`src/rtl/srst_pkg.sv`:
```
package srst_pkg;
  localparam int unsigned REG_W = 32;
  localparam int unsigned DOM_W = 29;

  localparam int unsigned SOFT_BIT   = 29;
  localparam int unsigned PERIPH_BIT = 30;
  localparam int unsigned SYS_BIT    = 31;

  // implemented domain positions: 0-3, 5-8, 11-17
  localparam logic [REG_W-1:0] DOM_IMPL  = 32'h0003_F9EF;
  localparam logic [REG_W-1:0] WDT_MASK  = 32'h0000_0002;
  localparam logic [REG_W-1:0] GPIO_MASK = 32'h0000_000C;
  localparam logic [REG_W-1:0] GLB_MASK  = 32'hE000_0000;
  localparam logic [REG_W-1:0] WR_MASK   = DOM_IMPL | GLB_MASK;

  localparam logic [DOM_W-1:0] SYS_COV    = DOM_IMPL[DOM_W-1:0];
  localparam logic [DOM_W-1:0] SOFT_COV   = SYS_COV & ~WDT_MASK[DOM_W-1:0];
  localparam logic [DOM_W-1:0] PERIPH_COV = SOFT_COV & ~GPIO_MASK[DOM_W-1:0];
endpackage

```
`src/rtl/srst_bus_dec.sv`:
```
module srst_bus_dec
  import srst_pkg::*;
#(
  parameter int unsigned ADDR_W     = 8,
  parameter int unsigned REG_OFFSET = 4
) (
  input  logic              wr_en_i,
  input  logic              rd_en_i,
  input  logic [ADDR_W-1:0] addr_i,
  input  logic [REG_W-1:0]  wdata_i,
  input  logic [REG_W-1:0]  busy_i,
  output logic [REG_W-1:0]  start_o,
  output logic [REG_W-1:0]  rdata_o
);
  localparam logic [ADDR_W-1:0] HIT_ADDR = ADDR_W'(REG_OFFSET);

  logic hit;
  assign hit = (addr_i == HIT_ADDR);

  always_comb begin
    start_o = '0;
    if (wr_en_i && hit) start_o = wdata_i & WR_MASK;
  end

  always_comb begin
    rdata_o = '0;
    if (rd_en_i && hit) rdata_o = busy_i;
  end
endmodule

```
`src/rtl/srst_pulse_chan.sv`:
```
module srst_pulse_chan #(
  parameter int unsigned PULSE_CYCLES = 8
) (
  input  logic clk_i,
  input  logic rst_ni,
  input  logic start_i,
  output logic busy_o
);
  localparam int unsigned CNT_W = (PULSE_CYCLES > 2) ? $clog2(PULSE_CYCLES) : 1;
  localparam logic [CNT_W-1:0] CNT_LOAD = CNT_W'(PULSE_CYCLES - 1);

  logic             busy_q;
  logic [CNT_W-1:0] cnt_q;

  always_ff @(posedge clk_i or negedge rst_ni) begin
    if (!rst_ni) begin
      busy_q <= 1'b0;
      cnt_q  <= '0;
    end else if (!busy_q) begin
      if (start_i) begin
        busy_q <= 1'b1;
        cnt_q  <= CNT_LOAD;
      end
    end else if (cnt_q == '0) begin
      busy_q <= 1'b0;
    end else begin
      cnt_q <= cnt_q - 1'b1;
    end
  end

  assign busy_o = busy_q;


  start_chk: assert property (@(posedge clk_i) disable iff (!rst_ni)
    (!busy_q && start_i) |=> busy_q);

  hold_chk: assert property (@(posedge clk_i) disable iff (!rst_ni)
    (busy_q && cnt_q != '0) |=> (busy_q && cnt_q == $past(cnt_q) - 1'b1));

  expire_chk: assert property (@(posedge clk_i) disable iff (!rst_ni)
    (busy_q && cnt_q == '0) |=> !busy_q);
endmodule

```
`src/rtl/srst_fanout.sv`:
```
module srst_fanout
  import srst_pkg::*;
(
  input  logic             clk_i,
  input  logic             rst_ni,
  input  logic [REG_W-1:0] busy_i,
  output logic [DOM_W-1:0] dom_rst_o,
  output logic             cpu_rst_o
);
  logic [DOM_W-1:0] dom_d;
  logic [DOM_W-1:0] dom_q;
  logic             cpu_q;

  always_comb begin
    dom_d = busy_i[DOM_W-1:0] & SYS_COV;
    if (busy_i[SOFT_BIT])   dom_d = dom_d | SOFT_COV;
    if (busy_i[PERIPH_BIT]) dom_d = dom_d | PERIPH_COV;
    if (busy_i[SYS_BIT])    dom_d = dom_d | SYS_COV;
  end

  // registered so the lines are glitch-free
  always_ff @(posedge clk_i or negedge rst_ni) begin
    if (!rst_ni) begin
      dom_q <= '0;
      cpu_q <= 1'b0;
    end else begin
      dom_q <= dom_d;
      cpu_q <= busy_i[SYS_BIT];
    end
  end

  assign dom_rst_o = dom_q;
  assign cpu_rst_o = cpu_q;


  sys_cover_chk: assert property (@(posedge clk_i) disable iff (!rst_ni)
    busy_i[SYS_BIT] |=> (cpu_rst_o && dom_rst_o == SYS_COV));

  cpu_only_sys_chk: assert property (@(posedge clk_i) disable iff (!rst_ni)
    !busy_i[SYS_BIT] |=> !cpu_rst_o);

  gpio_spared_chk: assert property (@(posedge clk_i) disable iff (!rst_ni)
    (!busy_i[SYS_BIT] && !busy_i[SOFT_BIT]) |=>
      ((dom_rst_o & GPIO_MASK[DOM_W-1:0]) == ($past(busy_i[DOM_W-1:0]) & GPIO_MASK[DOM_W-1:0])));

  reserved_low_chk: assert property (@(posedge clk_i) disable iff (!rst_ni)
    (dom_rst_o & ~SYS_COV) == '0);
endmodule

```
`src/rtl/srst_ctrl.sv`:
```
module srst_ctrl
  import srst_pkg::*;
#(
  parameter int unsigned PULSE_CYCLES = 8,
  parameter int unsigned ADDR_W       = 8,
  parameter int unsigned REG_OFFSET   = 4
) (
  input  logic              clk_i,
  input  logic              rst_ni,
  input  logic              wr_en_i,
  input  logic              rd_en_i,
  input  logic [ADDR_W-1:0] addr_i,
  input  logic [31:0]       wdata_i,
  output logic [31:0]       rdata_o,
  output logic [28:0]       dom_rst_o,
  output logic              cpu_rst_o
);
  logic [REG_W-1:0] start;
  logic [REG_W-1:0] busy;

  srst_bus_dec #(
    .ADDR_W    (ADDR_W),
    .REG_OFFSET(REG_OFFSET)
  ) u_dec (
    .wr_en_i(wr_en_i),
    .rd_en_i(rd_en_i),
    .addr_i (addr_i),
    .wdata_i(wdata_i),
    .busy_i (busy),
    .start_o(start),
    .rdata_o(rdata_o)
  );

  for (genvar i = 0; i < REG_W; i++) begin : g_chan
    if (WR_MASK[i]) begin : g_impl
      srst_pulse_chan #(
        .PULSE_CYCLES(PULSE_CYCLES)
      ) u_chan (
        .clk_i  (clk_i),
        .rst_ni (rst_ni),
        .start_i(start[i]),
        .busy_o (busy[i])
      );
    end else begin : g_rsvd
      assign busy[i] = 1'b0;
    end
  end

  srst_fanout u_fan (
    .clk_i    (clk_i),
    .rst_ni   (rst_ni),
    .busy_i   (busy),
    .dom_rst_o(dom_rst_o),
    .cpu_rst_o(cpu_rst_o)
  );


  rd_decode_chk: assert property (@(posedge clk_i) disable iff (!rst_ni)
    (rdata_o != '0) |-> (rd_en_i && addr_i == ADDR_W'(REG_OFFSET)));

  wr_decode_chk: assert property (@(posedge clk_i) disable iff (!rst_ni)
    (wr_en_i && addr_i != ADDR_W'(REG_OFFSET)) |=> ((busy & ~$past(busy)) == '0));
endmodule

```
`config.mk`:
```
export PLATFORM = sky130hd
export DESIGN_NAME = srst_ctrl
export DESIGN_NICKNAME = d
export VERILOG_FILES = /design/src/rtl/srst_pkg.sv /design/src/rtl/srst_bus_dec.sv /design/src/rtl/srst_pulse_chan.sv /design/src/rtl/srst_fanout.sv /design/src/rtl/srst_ctrl.sv
export SDC_FILE = /design/constraint.sdc
export NUM_CORES = 1
export LEC_CHECK = 0
export BUFFER_PORTS_ARGS = -buffer_cell sky130_fd_sc_hd__buf_2
export CAP_MARGIN = 20
export CORE_AREA = 2 2 95 97
export CTS_CLUSTER_DIAMETER = 30
export DETAILED_ROUTE_END_ITERATION = 10
export DIE_AREA = 0 0 97 99
export PLACE_DENSITY = 0.84
export SYNTH_ARGS = -nofsm -noshare
export SYNTH_HDL_FRONTEND = slang
export SYNTH_SLANG_ARGS = --single-unit
export TNS_END_PERCENT = 10
```
`constraint.sdc`:
```
create_clock -name clk_i -period 2.7 [get_ports clk_i]
set_clock_uncertainty 0.15 [all_clocks]
set_input_delay 0.27 -clock clk_i [delete_from_list [all_inputs] [get_ports clk_i]]
set_output_delay 0.27 -clock clk_i [all_outputs]
set_load 0.05 [all_outputs]
```
==> summary.md <==
| Metric | Value |
|---|---|
| Register share of total power | 0.483 |
| Area Overhead vs Synth | 11.2% |
| CTS tree | built |
| Async set-or-reset flop fraction in the synthesized netlist | 1.00 |
| Slowest cell on the critical path | nor4_4 |
| Max-cap check violation count | 0 |
| Grt met1 use | 0.271 |
| Diode count | 0 |
| Root buffer cell | clkbuf_8 |
| Comb power frac | 0.172 |
| Grt met2 use | 0.378 |
| Wire per inst | 15.0 um |
| Post-synth EDFFs | 0 |
| Smallest hold slack | about 0.11 ns |
| Critical Path RT | roughly 2.3 ns |
| Initial antenna violation count | 0 |
| Gpl congestion | about 0.72 |
| Drt initial violations | roughly 170 |
| Predominant post-synthesis flop cell | dfrtp_1 |
| Synth top cells by count | 88 x dfrtp_1, 36 x ha_1, 36 x inv_1, 36 x nand2_1, 35 x and3_1 |
| Most frequent cell after synthesis | dfrtp_1 |
| Placed Cells | ~670 |
| Synth Register Bits | between 80 and 90 |
| Final WL | roughly 10000 um |
| Status | finished clean |
| First-pass GRT wire length | 17000 um |
| Final hold viol count | 0 |
| Kind of critical path | in -> out |
| Share of layout cells above drive strength 1 | 0.172 |
| Pwr/cell area | roughly 530 nW/um^2 |
| Ports | 106 |
| Clock Tree Buf Depth | 2 |
| Cells after synthesis | between 500 and 600 |
| Worst Setup End Kind | output pin |
| Area contributors post-synth | dfrtp_1 44%, ha_1 9.1%, buf_4 4.7%, and3_1 4.4%, nand2b_1 3.8% |
| Tmin final | around 1.9 ns |
| Die X | roughly 97 um |
| Critical path peak fanout | 9 |
| Worst VDD drop | ~340 uV |
| Critical path arrival | 1.52 ns |
| Worst skew pair latency | about 0.36 ns |
| Initial DRT Pass Iterations | 4 |
| P_int | 0.00208 W |
| Least-Margin Pin Slew | slightly below 0.6 ns |
| Fmax | 515 MHz |
| Number of distinct library cells after synthesis | 32 |
| Core ar. | roughly 8600 sq um |
| Sequential fraction of the synthesis area | 0.444 |
| Setup repair bufs after CTS | 0 |
| Fin crit share | 0.719 |
| Sw frac | 0.287 |
| CTS HTree Levels | 3 |
| Hpwl dp | around 7200 um |
| Final slew viol count | 0 |
| CTS buffer count | 9 |
| Final Setup Violations | 0 |
| Mean Syn Cell Area | 9.76 sq um |
| Min-Delay Path Class | in -> reg |
| Yosys warns | 0 |
| Slew margin rel. | 0.605 |
| Crit path top cell by count | buf_2 |
| Total gr overflow | 0 |
| Via/cell ratio | 5.47 |
| Starting Density | 0.580 |
| Pleak | 3.00 nW |
| # nets final | around 650 |
| Antenna-violating nets left | 0 |
| Die height | a little under 100 um |
| Crit start category | input port |
| R2R depth | 3 |
| Rows | 34 |
| Crit-path max cell delay | around 0.28 ns |
| Grt met3 use | 0.0504 |
| Via count | roughly 3.7k |
| Busiest grt layer | met2 |
| GR Util All Layers | 0.220 |
| Sw Pwr | roughly 0.00084 W |
| Setup Total Neg Slack | 0 ns |
| Clock-pin slew of the registers on the worst-case setup and hold paths | about 0.09 ns |
| I/O Buffers | 63 |
| CTS sink count | 88 |
| Clk pwr share | 0.345 |
| Number of global-route vias before repair | 3743 |
| Residual DRC | 0 |
| WHS Path Cells | 3 |
| Crit path cell chain | buf_2 > nor4_4 > and2_0 > buf_4 > and3_1 > buf_2 |
| Die area | around 9600 sq um |
| Largest net degree at the start of global routing | 43 |
| Non-filler cells, final | between 600 and 700 |
| Yosys top cell by area | dfrtp_1 |
| RSZ-0062 raised after global routing | false |
| Synth top area share | 0.444 |
| Mapped Area | approximately 5000 sq um |
[registers in the layout, summed over array words and instances, names as in the netlist]
name and flops:
u_fan.cpu_rst_o 1, g_chan.g_impl.u_chan.cnt_q 54, g_chan.g_impl.u_chan.busy_o 18, u_fan.dom_rst_o 15
[timing repair]
item | in CTS | in global routing
hold buffers | 1 | 0
hold endpoints to repair | 40 | 0
resized for setup | 0 | 0
endpoints found under the setup margin | 0 | 0
[kinds of logic (layout without fill, tap and decap cells)]
logic type               count (synthesis)  after routing  synth area share
multiplexers                            10             10            0.0225
flip-flops                              88             88             0.444
adder cells (fa/ha/maj)                 36             36            0.0909
AND/OR/NAND/NOR                        196            196             0.231
other                                    1             28          0.000756
AO/OA/AOI/OAI                           84             84             0.107
XOR/XNOR                                 9              9            0.0159
buffers and inverters                   84            123            0.0878
[worst max-delay path: cells and delay by family]
family,cells,cell delay (ns)
buf+inv,3,0.57
simple gates,3,0.68
[routing by layer]
metal / up-vias / part of all wire
met3: 16 / 0.059
met2: 100 / 0.51
met1: 1804 / 0.42
li1: 1813 / -
met4: 0 / 0.015
met5: - / 0
[metrics by stage]
stage | power, W | area (sq um) | setup WS [ns] | utilization
2_1_floorplan | 0.00183 | 5060 | 0.778 | -
3_3_place_gp | 0.00190 | 5280 | 0.805 | 0.618
3_5_place_dp | 0.00194 | 5280 | 0.753 | 0.618
4_1_cts | 0.00295 | 5510 | 0.750 | 0.644
5_1_grt | 0.00307 | 5510 | 0.677 | 0.644
6_report | 0.00292 | 5510 | 0.759 | 0.644
[cell type report]
type                            instances  area (sq um)
Sequential cell                        88          2200
Timing Repair Buffer                   71           393
Inverter                               36           135
Tap cell                              108           135
Multi-Input combinational cell        363          2430
Fill cell                             693          3040
Clock inverter                          7          95.1
Clock buffer                            9           124
[path summary, 6_finish.rpt]
check / startpoint / to / slack (ns)
max: addr_i[5] / rdata_o[17] / 0.76
min: wdata_i[13] / g_chan[13].g_impl.u_chan.cnt_q[1] / 0.11
max reg2reg: g_chan[31].g_impl.u_chan.busy_o / u_fan.dom_rst_o[0] / 0.97
min reg2reg: g_chan[7].g_impl.u_chan.cnt_q[1] / g_chan[7].g_impl.u_chan.cnt_q[1] / 0.40
max in group asynchronous: rst_ni / g_chan[5].g_impl.u_chan.cnt_q[2] / 1.48
min in group asynchronous: rst_ni / g_chan[17].g_impl.u_chan.cnt_q[0] / 0.29
[cell usage in the layout (no fill, tap or decap), types with 2 or more instances in the layout]
| cell type | count |
|---|---|
| clkinv_2 | 2 |
| nor2b_1 | 14 |
| o21ai_0 | 18 |
| ha_1 | 36 |
| mux2_2 | 9 |
| dfrtp_1 | 88 |
| buf_4 | 7 |
| a21oi_1 | 16 |
| nand3_1 | 5 |
| xnor2_1 | 9 |
| nor2_1 | 32 |
| nand2b_1 | 30 |
| nand2_1 | 36 |
| and3_1 | 35 |
| a22oi_1 | 18 |
| or3_1 | 2 |
| nor4bb_1 | 14 |
| a31oi_1 | 13 |
| a21boi_0 | 18 |
| nand4_1 | 18 |
| conb_1 | 28 |
| clkbuf_8 | 9 |
| inv_1 | 36 |
| bufinv_16 | 2 |
| and3b_1 | 5 |
| buf_2 | 62 |
[power by group through the flow]
stage	registers, W	clock network, W	logic, W
2_1_floorplan	0.00143	0	0.000402
6_report	0.00141	0.00101	0.000503
3_5_place_dp	0.00144	0	0.000502
4_1_cts	0.00141	0.00103	0.000506
5_1_grt	0.00142	0.00108	0.000566
3_3_place_gp	0.00143	0	0.000466
Note: power is estimated with default switching activity, not from simulation.
